File: config.mk
export PLATFORM = sky130hd
export DESIGN_NAME = pbus_initiator
export DESIGN_NICKNAME = d
export VERILOG_FILES = /design/src/rtl/pbus_pkg.sv /design/src/rtl/pbus_timing_regs.sv /design/src/rtl/pbus_domain_sel.sv /design/src/rtl/pbus_seq.sv /design/src/rtl/pbus_initiator.sv
export SDC_FILE = /design/constraint.sdc
export NUM_CORES = 1
export LEC_CHECK = 0
export BUFFER_PORTS_ARGS = -buffer_cell sky130_fd_sc_hd__buf_2
export CAP_MARGIN = 20
export CORE_UTILIZATION = 61
export CTS_CLUSTER_SIZE = 24
export DETAILED_ROUTE_END_ITERATION = 8
export HOLD_SLACK_MARGIN = 0.12
export PLACE_DENSITY = 0.86
export SYNTH_ARGS = -nofsm -noshare
export SYNTH_HDL_FRONTEND = slang
export SYNTH_HIERARCHICAL = 1
export SYNTH_SLANG_ARGS = --single-unit
File: constraint.sdc
create_clock -name clk -period 5.5 [get_ports clk]
set_input_delay 0 -clock clk [delete_from_list [all_inputs] [get_ports clk]]
set_output_delay 0 -clock clk [all_outputs]
set_load 0.05 [all_outputs]
File: src/rtl/pbus_pkg.sv
package pbus_pkg;
    localparam int TW = 8;

    typedef enum logic [2:0] {
        ST_IDLE, ST_HSET, ST_HLAT, ST_LSET, ST_LLAT, ST_WAIT, ST_STRB, ST_RELS
    } pbus_state_e;

    typedef struct packed {
        logic [TW-1:0] lat;
        logic [TW-1:0] pw;
        logic [TW-1:0] rel;
    } pbus_timing_t;
endpackage

File: src/rtl/pbus_timing_regs.sv
module pbus_timing_regs
    import pbus_pkg::*;
#(
    parameter int DOM_W = 1,
    parameter logic [TW-1:0] RST_LAT = 8'd3,
    parameter logic [TW-1:0] RST_PW  = 8'd2,
    parameter logic [TW-1:0] RST_REL = 8'd2,
    localparam int NUM_DOM = 1 << DOM_W
) (
    input  logic               clk,
    input  logic               rst_n,
    input  logic               cfg_we,
    input  logic [DOM_W-1:0]   cfg_dom,
    input  logic [1:0]         cfg_field,
    input  logic [TW-1:0]      cfg_wdata,
    output pbus_timing_t       tim_all [NUM_DOM]
);
    for (genvar d = 0; d < NUM_DOM; d++) begin : g_dom
        pbus_timing_t set_d, set_q;

        always_comb begin
            set_d = set_q;
            if (cfg_we && cfg_dom == DOM_W'(d)) begin
                case (cfg_field)
                    2'd0:    set_d.lat = cfg_wdata;
                    2'd1:    set_d.pw  = cfg_wdata;
                    2'd2:    set_d.rel = cfg_wdata;
                    default: ;
                endcase
            end
        end

        always_ff @(posedge clk or negedge rst_n) begin
            if (!rst_n) set_q <= '{lat: RST_LAT, pw: RST_PW, rel: RST_REL};
            else        set_q <= set_d;
        end

        assign tim_all[d] = set_q;


        cfg_store_chk: assert property (@(posedge clk) disable iff (!rst_n)
            (cfg_we && cfg_dom == DOM_W'(d) && cfg_field == 2'd1) |=> (set_q.pw == $past(cfg_wdata)));
    end
endmodule

File: src/rtl/pbus_domain_sel.sv
module pbus_domain_sel #(
    parameter int AW      = 32,
    parameter int DOM_W   = 1,
    parameter int NUM_RNG = 3,
    parameter logic [NUM_RNG*AW-1:0]    RNG_LO  = '0,
    parameter logic [NUM_RNG*AW-1:0]    RNG_HI  = '0,
    parameter logic [NUM_RNG*DOM_W-1:0] RNG_DOM = '0
) (
    input  logic [AW-1:0]    addr,
    output logic [DOM_W-1:0] dom
);
    logic [NUM_RNG-1:0] hit;

    for (genvar r = 0; r < NUM_RNG; r++) begin : g_rng
        assign hit[r] = (addr >= RNG_LO[r*AW +: AW]) && (addr <= RNG_HI[r*AW +: AW]);
    end

    // lowest-index matching range wins; no match selects domain 0
    always_comb begin
        dom = '0;
        for (int r = NUM_RNG - 1; r >= 0; r--) begin
            if (hit[r]) dom = RNG_DOM[r*DOM_W +: DOM_W];
        end
    end
endmodule

File: src/rtl/pbus_seq.sv
module pbus_seq
    import pbus_pkg::*;
#(
    parameter int BW    = 16,
    parameter int LEN_W = 4,
    localparam int AW   = 2 * BW
) (
    input  logic             clk,
    input  logic             rst_n,
    input  logic             req_valid,
    input  logic             req_write,
    input  logic [AW-1:0]    req_addr,
    input  logic [LEN_W-1:0] req_words_m1,
    input  pbus_timing_t     req_tim,
    output logic             req_ready,
    input  logic [BW-1:0]    wr_word,
    output logic             word_ack,
    output logic [BW-1:0]    rd_data,
    output logic             done,
    output logic [BW-1:0]    bus_out,
    output logic             bus_oe,
    input  logic [BW-1:0]    bus_in,
    output logic             aleh_n,
    output logic             alel_n,
    output logic             rd_n,
    output logic             wr_n
);
    typedef struct packed {
        pbus_state_e      st;
        logic             wr;
        logic [AW-1:0]    addr;
        logic [LEN_W-1:0] left;
        pbus_timing_t     tim;
        logic [TW-1:0]    cnt;
        logic [BW-1:0]    data;
        logic             ack;
        logic             done;
    } seq_t;

    seq_t n, q;

    always_comb begin
        n      = q;
        n.ack  = 1'b0;
        n.done = 1'b0;
        n.cnt  = q.cnt + TW'(1);
        unique case (q.st)
            ST_IDLE: if (req_valid) begin
                n.st   = ST_HSET;
                n.wr   = req_write;
                n.addr = req_addr;
                n.left = req_words_m1;
                n.tim  = req_tim;
            end
            ST_HSET: n.st = ST_HLAT;
            ST_HLAT: n.st = ST_LSET;
            ST_LSET: n.st = ST_LLAT;
            ST_LLAT: begin
                n.st  = ST_WAIT;
                n.cnt = TW'(1);
            end
            ST_WAIT: if (q.cnt >= q.tim.lat) begin
                n.st  = ST_STRB;
                n.cnt = TW'(1);
                if (q.wr) n.data = wr_word;
            end
            ST_STRB: if (q.cnt >= q.tim.pw) begin
                n.st  = ST_RELS;
                n.cnt = TW'(1);
                n.ack = 1'b1;
                if (!q.wr) n.data = bus_in;
            end
            ST_RELS: if (q.cnt >= q.tim.rel) begin
                n.cnt = TW'(1);
                if (q.left == '0) begin
                    n.st   = ST_IDLE;
                    n.done = 1'b1;
                end else begin
                    n.left = q.left - LEN_W'(1);
                    n.st   = ST_WAIT;
                end
            end
            default: n.st = ST_IDLE;
        endcase
    end

    always_ff @(posedge clk or negedge rst_n) begin
        if (!rst_n) q <= '0;
        else        q <= n;
    end

    // bus pins decode from the registered state only
    assign req_ready = (q.st == ST_IDLE);
    assign aleh_n    = (q.st == ST_IDLE) || (q.st == ST_HSET);
    assign alel_n    = (q.st inside {ST_IDLE, ST_HSET, ST_HLAT, ST_LSET});
    assign rd_n      = !((q.st == ST_STRB) && !q.wr);
    assign wr_n      = !((q.st == ST_STRB) && q.wr);
    assign bus_oe    = (q.st inside {ST_HSET, ST_HLAT, ST_LSET, ST_LLAT})
                     || (q.wr && (q.st inside {ST_WAIT, ST_STRB, ST_RELS}));
    assign bus_out   = (q.st inside {ST_HSET, ST_HLAT}) ? q.addr[AW-1:BW]
                     : (q.st inside {ST_LSET, ST_LLAT}) ? q.addr[BW-1:0]
                     : q.data;
    assign word_ack  = q.ack;
    assign done      = q.done;
    assign rd_data   = q.data;


    strobe_excl_chk: assert property (@(posedge clk) disable iff (!rst_n) !(!rd_n && !wr_n));

    alel_order_chk: assert property (@(posedge clk) disable iff (!rst_n) !alel_n |-> !aleh_n);

    stb_window_chk: assert property (@(posedge clk) disable iff (!rst_n)
        (!rd_n || !wr_n) |-> (!aleh_n && !alel_n));

    rd_release_chk: assert property (@(posedge clk) disable iff (!rst_n) !rd_n |-> !bus_oe);

    ack_quiet_chk: assert property (@(posedge clk) disable iff (!rst_n) word_ack |-> (rd_n && wr_n));

    done_pulse_chk: assert property (@(posedge clk) disable iff (!rst_n)
        done |-> (aleh_n && alel_n && req_ready));

    done_once_chk: assert property (@(posedge clk) disable iff (!rst_n) done |=> !done);

    busy_hold_chk: assert property (@(posedge clk) disable iff (!rst_n)
        (!req_ready && req_valid) |=> $stable(q.addr));
endmodule

File: src/rtl/pbus_initiator.sv
module pbus_initiator
    import pbus_pkg::*;
#(
    parameter int BW      = 16,
    parameter int LEN_W   = 4,
    parameter int DOM_W   = 1,
    parameter int NUM_RNG = 3,
    parameter logic [NUM_RNG*2*BW-1:0] RNG_LO  = {32'h0800_0000, 32'h0600_0000, 32'h0500_0000},
    parameter logic [NUM_RNG*2*BW-1:0] RNG_HI  = {32'h0FFF_FFFF, 32'h07FF_FFFF, 32'h05FF_FFFF},
    parameter logic [NUM_RNG*DOM_W-1:0] RNG_DOM = 3'b101,
    parameter logic [TW-1:0] RST_LAT = 8'd3,
    parameter logic [TW-1:0] RST_PW  = 8'd2,
    parameter logic [TW-1:0] RST_REL = 8'd2,
    localparam int AW      = 2 * BW,
    localparam int NUM_DOM = 1 << DOM_W
) (
    input  logic             clk,
    input  logic             rst_n,
    input  logic             cfg_we,
    input  logic [DOM_W-1:0] cfg_dom,
    input  logic [1:0]       cfg_field,
    input  logic [TW-1:0]    cfg_wdata,
    input  logic             req_valid,
    input  logic             req_write,
    input  logic [AW-1:0]    req_addr,
    input  logic [LEN_W-1:0] req_words_m1,
    output logic             req_ready,
    input  logic [BW-1:0]    wr_word,
    output logic             word_ack,
    output logic [BW-1:0]    rd_data,
    output logic             done,
    output logic [BW-1:0]    bus_out,
    output logic             bus_oe,
    input  logic [BW-1:0]    bus_in,
    output logic             aleh_n,
    output logic             alel_n,
    output logic             rd_n,
    output logic             wr_n
);
    pbus_timing_t     tim_all [NUM_DOM];
    logic [DOM_W-1:0] req_dom;
    pbus_timing_t     req_tim;

    pbus_timing_regs #(
        .DOM_W(DOM_W), .RST_LAT(RST_LAT), .RST_PW(RST_PW), .RST_REL(RST_REL)
    ) u_regs (
        .clk(clk), .rst_n(rst_n), .cfg_we(cfg_we), .cfg_dom(cfg_dom),
        .cfg_field(cfg_field), .cfg_wdata(cfg_wdata), .tim_all(tim_all)
    );

    pbus_domain_sel #(
        .AW(AW), .DOM_W(DOM_W), .NUM_RNG(NUM_RNG),
        .RNG_LO(RNG_LO), .RNG_HI(RNG_HI), .RNG_DOM(RNG_DOM)
    ) u_dsel (
        .addr(req_addr), .dom(req_dom)
    );

    assign req_tim = tim_all[req_dom];

    pbus_seq #(.BW(BW), .LEN_W(LEN_W)) u_seq (
        .clk(clk), .rst_n(rst_n),
        .req_valid(req_valid), .req_write(req_write), .req_addr(req_addr),
        .req_words_m1(req_words_m1), .req_tim(req_tim), .req_ready(req_ready),
        .wr_word(wr_word), .word_ack(word_ack), .rd_data(rd_data), .done(done),
        .bus_out(bus_out), .bus_oe(bus_oe), .bus_in(bus_in),
        .aleh_n(aleh_n), .alel_n(alel_n), .rd_n(rd_n), .wr_n(wr_n)
    );
endmodule

Word level (Yosys, flattened, before mapping)
Index checks and enable logic that the tools add are counted.
{"block": "classes", "n_addsub": 2, "n_lt_le_gt_ge": 10, "n_eq_ne": 16, "muxes": 28, "n_bitwise": 2, "n_reduce_logical": 33}
{"op": "$mux W24", "count": 4}
{"op": "$ge A32 B27 Y1 const B", "count": 2}
{"op": "$le A32 B27 Y1 const B", "count": 2}
{"op": "$mux W16", "count": 4}
{"op": "$mux W64", "count": 1}
{"op": "$ge A32 B28 Y1 const B", "count": 1}
{"op": "$le A32 B28 Y1 const B", "count": 1}
{"op": "$pmux W16 S2", "count": 1}
{"op": "$pmux W8 S4", "count": 1}
{"op": "$mux W25", "count": 1}
{"op": "$ge A8 B8 Y1", "count": 3}
{"op": "$pmux W3 S8", "count": 1}
{"op": "$reduce_and A2 Y1", "count": 7}
{"op": "$eq A3 B3 Y1 const B", "count": 4}
{"op": "$mux W3", "count": 4}
{"op": "$add A8 B1 Y8 const B", "count": 1}
{"op": "$logic_and A1 B1 Y1", "count": 8}
{"op": "$mux W4", "count": 2}
{"op": "$mux W8", "count": 1}
{"op": "$ne A2 B1 Y1 const B", "count": 4}
{"op": "$pmux W4 S2", "count": 1}
{"op": "$reduce_and A4 Y1", "count": 2}
{"op": "$reduce_bool A2 Y1", "count": 4}
{"op": "$reduce_bool A4 Y1", "count": 2}
{"op": "other kinds (17)", "count": 29}
{"block": "totals", "register_bits": 138, "output_inout_bits": 40, "elab_cells": 108}

Depth between registers and ports, before layout
Gate-level depths: netlist of run 1.
{"block": "logic_depth", "ltp_word": 11, "depth_mapped": 9, "mapped_depth_nobuf": 7}

By module
Netlist of run 1, hierarchy kept.
{"mod": "pbus_seq", "instances": 1, "cells_each": 565, "area_per_inst_um2": 5066.1, "seq_area_each_um2": 2252.2}
{"mod": "pbus_timing_regs", "instances": 1, "cells_each": 106, "area_per_inst_um2": 1843.0, "seq_area_each_um2": 1211.2}
{"mod": "pbus_initiator", "instances": 1, "cells_each": 27, "area_per_inst_um2": 396.6, "seq_area_each_um2": 0.0}
{"mod": "pbus_domain_sel", "instances": 1, "cells_each": 3, "area_per_inst_um2": 28.8, "seq_area_each_um2": 0.0}

Worst setup path before layout of run 1
Ideal clock, no wire load.
{"block": "synth_timing", "kind": "register to register", "start": "reg u_seq/q[88] (netlist bit)", "end": "reg u_seq/q[52] (netlist bit)", "setup_time_ps": 111, "arrival_time_ps": 2072, "path_slack_ps": 3317, "path_stages_with_launch": 8, "path_buffers": 2, "synth_period_minus_slack_ps": 2183, "path_cell_list": "dfrtp_1 -> buf_6 -> nor3_2 -> and2_1 -> buf_2 -> a41o_2 -> o21ai_2 -> a222oi_1"}
{"block": "synth_between", "elab_chain_cells": 3}
{"item": "start, declared", "line_no": "pbus_seq.sv:40", "source": "seq_t n, q;"}
{"item": "start signal, assigned", "line_no": "pbus_seq.sv:89", "source": "else q <= n;"}
{"item": "$logic_not A3 Y1 (*)"}
{"item": "via req_ready", "line_no": "pbus_initiator.sv:27", "source": "output logic req_ready,"}
{"item": "$ne A2 B2 Y1 (no line) or $reduce_bool A2 Y1 (tied branches)"}
{"item": "$reduce_and A4 Y1 (no line)"}
The timed path passes the listed nets; every way through them passes the cells marked *.
A chain may end at the register's enable or synchronous reset.

Worst setup path after layout of run 1
{"block": "layout_timing", "start": "reg u_seq/q[24] (netlist bit)", "end": "reg u_seq.q, in the netlist u_seq/rd_data[13]"}
{"block": "layout_between", "elab_chain_cells": 3}
{"item": "$ge A8 B8 Y1 (on tied branches)", "line_no": "pbus_seq.sv:67, pbus_seq.sv:62"}
{"item": "$ne A2 B1 Y1 (no line)"}
{"item": "$reduce_and A5 Y1 (no line) (*)"}
Mark *: on every way between the ends. The rest lies on a longest branch, timed or not.

==> results by group, run 1 <==
Critical path
  • R2r setup slk: 2.06 ns
  • End of the worst register-to-register path: u_seq/rd_data[13]
  • Crit path launch type: flip-flop
  • FF-to-FF Start: u_seq/q[24]
  • Crit path kind: reg2reg
  • Critical Path RT: 5.77 ns
  • CP Capture Type: flip-flop
  • R2R cell count: 7
  • Critical path arrival: approximately 3.7 ns
  • Largest fanout on the critical path: 19

Synth
  • Number of distinct library cells after synthesis: 60
  • Avg Cell Area, Syn: 10.5 µm²
  • Primary FF master, synth: dfrtp_1
  • Yosys top cell by area: dfrtp_1
  • Syn_nets: 811
  • Synthesized area: 7330 µm²
  • Synthesis-stage register bit count: ~140
  • Synth Instances: between 700 and 800
  • Main area contributors after synthesis: dfrtp_1, mux2_2, nand2_1, ha_1, mux2_4
  • Post-synthesis sequential area ratio: 0.472
  • Number of flops mapped to enable cells by yosys: 0
  • Synth warn: 6
  • Async SR Flop Fraction: 1.00
  • Post-synth top area share: 0.444

Clock network
  • CTS tree: built
  • CTS buffer count: 17
  • Maximum clock insertion buffer count: 2
  • Clk_lat worst skew: 0.43 ns
  • Sink Count: 138
  • Register clock-pin slew on the reported worst setup and hold paths: 0.06 ns
  • Number of H-tree levels: 4
  • # resized after CTS: 0
  • CTS root buf: clkbuf_16

Final layout
  • Most frequent cells in the layout: nand2_1, dfrtp_1, buf_2
  • Fillers: around 600
  • Share of layout cells above drive strength 1: 0.306
  • Fin nets: between 900 and 1000
  • Area delta synth->final: 27.3%
  • Reg area: 3460 µm²
  • Multi-input gate area: ~3400 µm²
  • Final Util: 0.807
  • Commonest non-fill, non-tap cell in the layout: nand2_1
  • Diodes inserted: 0

Global routing
  • Gr usage total: 0.377
  • GRT overflow: 0
  • Vias in the first global route: 6852
  • First-pass GRT wire length: roughly 36 mm
  • Initial antenna violation count: 0
  • Largest net degree at the start of global routing: 79

STA
  • Max-slew violation count: 0
  • Hold Violations, Final: 0
  • Slew of the pin with the lowest slew margin: 0.929 ns
  • Fin crit period: roughly 3.4 ns
  • RSZ-0062 raised after global routing: no
  • Worst Skew: 0.0103 ns
  • # setup viols final: 0
  • Max_slew headroom: 0.381
  • Achievable Freq: 291 MHz
  • Post-Route Setup TNS: 0 ns
  • Crit share post-route: 0.625

Detailed routing
  • Drt pass-1 iters: 9
  • Detailed Route Iter0 Violations: 1311
  • Avg WL per Cell: 21.6 µm
  • Vias: 6733
  • Post-DR vias/cell: 6.47
  • DRT antenna net count: 0
  • DRT Wirelength: 22.5 mm
  • Drt drc: 30

Job
  • Max-cap violation count: 0

Outcome
  • Status: finished, violations left
  • Failing checks: design-rule violations

Floorplan
  • IO Pins: approximately 120
  • Die Y: about 110 µm
  • Cell Rows: 39
  • Core Box Area: 11600 µm²
  • Die area: about 12000 µm²
  • Initial Util: 0.634
  • Die W: 112 µm

Placed design
  • RePlAce Congestion: 0.884
  • Number of port buffers: 123
  • Post-DP HPWL: 12.2 mm

Worst hold path
  • Worst Hold Class: in2async

Power and ir drop
  • Overall power: 5.63 mW
  • LEAKAGE: ~4.3 nW
  • Pwr per Cell Area: 603 nW/µm²
  • Maximum vdd ir drop: roughly 0.00033 V
-- area by class of cell --
class                   count  share of cell area
well taps                 143              0.0192
multi-input cells         477               0.364
clock buffers              23              0.0512
flip-flops and latches    138               0.371
clock inverters             9              0.0122
repair buffers            221               0.171
inverters                  30              0.0121
-- metrics by stage --
| stage | worst slack [ns] | std cells | hold slack (ns) | cell area, µm² |
|---|---|---|---|---|
| floorplan | 3.32 | 701 | -0.296 | 7330 |
| global placement | 3.01 | 920 | 0.128 | 7840 |
| detailed placement | 2.86 | 920 | 0.147 | 7840 |
| CTS | 2.24 | 1039 | 0.223 | 9300 |
| global route | 1.99 | 1041 | 0.246 | 9340 |
| finish | 2.06 | 1041 | 0.202 | 9340 |
-- worst max-delay path, stage by stage (launching register included) --
cell           delay [ns]
dfrtp_1              0.45
ha_1                 0.36
o21ai_1              0.12
o21bai_4             0.44
and4_1               0.74
a22o_4               0.37
a31oi_2              0.11
dlygate4sd3_1        0.68
-- synth_stat cells (all sizes together), types with 8 or more instances --
cell type	n
nand2	136
dfrtp	130
mux2	72
nor2	42
buf	39
inv	30
o21ai	29
nand3	27
ha	26
o22ai	18
clkbuf	17
nand4	17
a221oi	16
a31oi	16
a21oi	13
nor3	10
dfstp	8
-- power by group --
group | internal [mW] | switching (mW) | total [mW]
Combinational | 0.947 | 1.84 | 2.79
Sequential | 1.39 | 0.306 | 1.69
Clock | 0.705 | 0.443 | 1.15
Total | 3.04 | 2.59 | 5.63
-- state kept, by name, summed over array words and instances, names as in the netlist --
signal / count
u_seq/word_ack: 1
u_regs/tim_all: 48
u_seq/q: 72
u_seq/done: 1
u_seq/rd_data: 16
-- worst max-delay path by stage --
stage | from | to | slack (ns)
after floorplan | u_seq/q[88] | u_seq/q[52] | 3.32
after global placement | u_seq/q[18] | u_seq/rd_data[10] | 3.01
after detailed placement | u_seq/q[18] | u_seq/rd_data[12] | 2.86
after CTS | u_seq/q[18] | u_seq/rd_data[7] | 2.24
after global routing | u_seq/q[24] | u_seq/rd_data[13] | 1.99
final | u_seq/q[24] | u_seq/rd_data[13] | 2.06
-- per-layer routing --
layer  routed length, µm  GRT usage  share of wire  up-vias
met3                2320      0.107           0.10      168
met4                1520      0.219          0.067        0
li1                    -          -              -     2819
met2               10800      0.620           0.48      557
met5                   0          0              0        -
met1                7840      0.442           0.35     3189
-- logic make-up (layout without fill, tap and decap cells) --
group | Yosys count | after routing | synth area share
compound gates | 118 | 118 | 0.127
xor+xnor | 7 | 7 | 0.00836
fa+ha+maj | 26 | 26 | 0.0444
buf+inv | 86 | 283 | 0.0650
flops | 138 | 138 | 0.472
mux | 72 | 72 | 0.121
simple gates | 254 | 254 | 0.162
-- timing repair --
| item | CTS | global route |
|---|---|---|
| buffers inserted | 0 | 0 |
| endpoints found under the hold margin | 161 | 0 |
| hold buffers | 87 | 0 |
No activity file was read; power rests on OpenSTA's default activity.
==> run 2: changes to the inputs <==
CORE_UTILIZATION = 51   (was 61)
PLACE_DENSITY = 0.76   (was 0.86)
clock period = 2.8 ns   (was 5.5 ns; I/O delays follow)
==> run 2 against run 1 <==
The run now ends clean. Clock power is 110% higher. Maximum frequency is 39% higher. Non-clock buffer count up 7. First-iteration DRC count decreased by 41%. Critical path depth rose by 1. Via count decreased by 6.7%. Hold slack got worse by 0.049 ns. Setup slack worse by 1.7 ns. Critical path type unchanged. Critical endpoint is now u_seq/rd_data[2]. Largest cell class unchanged. Largest power group unchanged.
==> results by group, run 2 (synthesis results as in run 1) <==
Outcome
  • Status: finished, final reports clean (was finished, violations left)

Global routing
  • Gr usage total: 0.277 (was 0.377)
  • Largest net degree at the start of global routing: 139 (was 79)
  • GRT overflow: 0 (unchanged)
  • Initial antenna violation count: 0 (unchanged)
  • First-pass GRT wire length: 31.5 mm (was 35.6 mm)
  • Vias in the first global route: 6343 (was 6852)

Placed design
  • Post-DP HPWL: 12.4 mm (was 12.2 mm)
  • Post-placement cell count: 964 (was 920)
  • Place WS: 0.148 ns (was 2.86 ns)
  • Number of port buffers: 123 (unchanged)
  • RePlAce Congestion: 0.875 (was 0.884)

Final layout
  • Fin nets: 1002 (was 995)
  • Commonest non-fill, non-tap cell in the layout: nand2_1 (unchanged)
  • Largest Register: u_seq/q (unchanged)
  • Most frequent cells in the layout: nand2_1, dfrtp_1, buf_2 (unchanged)
  • Fillers: 1022 (was 601)
  • Max reg flops: 72 (unchanged)
  • Area delta synth->final: 29.6% (was 27.3%)
  • Final non-filler cell total: 1085 (was 1041)
  • Share of layout cells above drive strength 1: 0.314 (was 0.306)
  • Diodes inserted: 0 (unchanged)

Detailed routing
  • DRT Wirelength: 19.8 mm (was 22.5 mm)
  • DRT antenna net count: 0 (unchanged)
  • Drt pass-1 iters: 5 (was 9)
  • Detailed Route Iter0 Violations: 773 (was 1311)
  • Post-DR vias/cell: 5.79 (was 6.47)
  • Vias: 6282 (was 6733)
  • Avg WL per Cell: 18.2 µm (was 21.6 µm)
  • Drt drc: 0 (was 30)

STA
  • Fin crit period: 2.47 ns (was 3.44 ns)
  • Achievable Freq: 405 MHz (was 291 MHz)
  • Worst Skew: 0.00671 ns (was 0.0103 ns)
  • Post-Route Setup TNS: 0 ns (unchanged)
  • Hold Violations, Final: 0 (unchanged)
  • Crit share post-route: 0.883 (was 0.625)
  • # setup viols final: 0 (unchanged)
  • Max-slew violation count: 0 (unchanged)
  • RSZ-0062 raised after global routing: no (unchanged)
  • Max_slew headroom: 0.424 (was 0.381)
  • Post-route setup slack: 0.329 ns (was 2.06 ns)
  • Slew of the pin with the lowest slew margin: 0.864 ns (was 0.929 ns)

Power and ir drop
  • Pwr per Cell Area: 1130 nW/µm² (was 603 nW/µm²)
  • LEAKAGE: 4.39 nW (was 4.31 nW)
  • Overall power: 10.8 mW (was 5.63 mW)
  • Maximum vdd ir drop: 0.000541 V (was 0.000328 V)

Clock network
  • Sink Count: 138 (unchanged)
  • Cts hold-fix bufs: 88 (was 87)
  • # resized after CTS: 0 (unchanged)
  • Maximum clock insertion buffer count: 2 (unchanged)
  • Clk_lat worst skew: 0.42 ns (was 0.43 ns)
  • CTS buffer count: 17 (unchanged)
  • Register clock-pin slew on the reported worst setup and hold paths: 0.06 ns (about the same)
  • Post-CTS setup buffers: 0 (unchanged)
  • CTS root buf: clkbuf_16 (unchanged)
  • Number of H-tree levels: 4 (unchanged)
  • CTS tree: built (unchanged)

Critical path
  • Crit path kind: reg2reg (unchanged)
  • Largest fanout on the critical path: 23 (was 19)
  • Worst path buffer plus inverter count: 2 (was 1)
  • Critical Path RT: 3.13 ns (was 5.77 ns)
  • CP Capture Type: flip-flop (unchanged)
  • Critical path arrival: 2.80 ns (was 3.71 ns)
  • Crit path max-delay cell type: dfrtp_1 (was and4_1)
  • Crit-path cells: inv_1 -> ha_1 -> nand2b_4 -> a2111oi_4 -> o21ai_2 -> buf_8 -> a22o_4 -> a31oi_1 (was ha_1 -> o21ai_1 -> o21bai_4 -> and4_1 -> a22o_4 -> a31oi_2 -> dlygate4sd3_1)
  • Max incr delay on CP: 0.41 ns (was 0.74 ns)
  • CP top delay family: compound AO/OA/AOI/OAI gates (unchanged)
  • Crit path launch type: flip-flop (unchanged)

Floorplan
  • Core Box Area: 13900 µm² (was 11600 µm²)
  • Initial Util: 0.526 (was 0.634)
  • Die W: 122 µm (was 112 µm)
  • Die Y: 122 µm (was 112 µm)
  • Cell Rows: 43 (was 39)
  • Die area: 14900 µm² (was 12500 µm²)
  • IO Pins: 124 (unchanged)

Job
  • Max-cap violation count: 0 (unchanged)

Worst hold path
  • Worst Hold Class: in2reg (was in2async)
[run 2: worst min-delay path, delay by kind of cell]
family / cells / cell delay (ns)
buffers and inverters: 1 / 0.13
multiplexers: 1 / 0.23
AND/OR/NAND/NOR: 1 / 0.18
[run 2: layout make-up]
type / instances / area (µm²) / share of cell area
clock buffers: 20 / 467 / 0.0491
clock inverters: 12 / 169 / 0.0178
inverters: 30 / 113 / 0.0118
multi-input cells: 477 / 3400 / 0.357
flip-flops and latches: 138 / 3460 / 0.364
well taps: 180 / 225 / 0.0237
repair buffers: 228 / 1670 / 0.176
[run 2: report_power, final]
part / total (mW) / switching, mW / internal, mW
clock network: 2.39 / 0.837 / 1.55
logic: 5.13 / 3.41 / 1.73
registers: 3.23 / 0.506 / 2.72
total: 10.8 / 4.75 / 6.00
[run 2: layer usage]
metal	GRT usage	routed length (µm)	vias up
met3	0.0599	1570	49
met2	0.465	9680	349
li1	-	-	2839
met5	0	0	-
met1	0.345	7990	3045
met4	0.120	531	0
[run 2: final timing paths]
path                              from                  to  slack, ns  depth (start not counted)
max reg2reg                u_seq/q[18]    u_seq/rd_data[2]       0.33                          8
min                             cfg_we  u_regs/tim_all[45]       0.15                          3
min reg2reg                u_seq/q[56]         u_seq/q[56]       0.48                          2
max                        u_seq/q[18]    u_seq/rd_data[2]       0.33                          8
min in group asynchronous        rst_n         u_seq/q[57]       0.20                          3
max in group asynchronous        rst_n   u_regs/tim_all[4]       2.00                          3
[run 2: per-stage QoR]
step | cell area, µm² | hold WS [ns] | util
final | 9500 | 0.154 | 0.682
after global placement | 7970 | 0.173 | 0.572
after CTS | 9490 | 0.129 | 0.681
after floorplan | 7330 | -0.296 | -
after global routing | 9500 | 0.152 | 0.682
after detailed placement | 7970 | 0.189 | 0.572
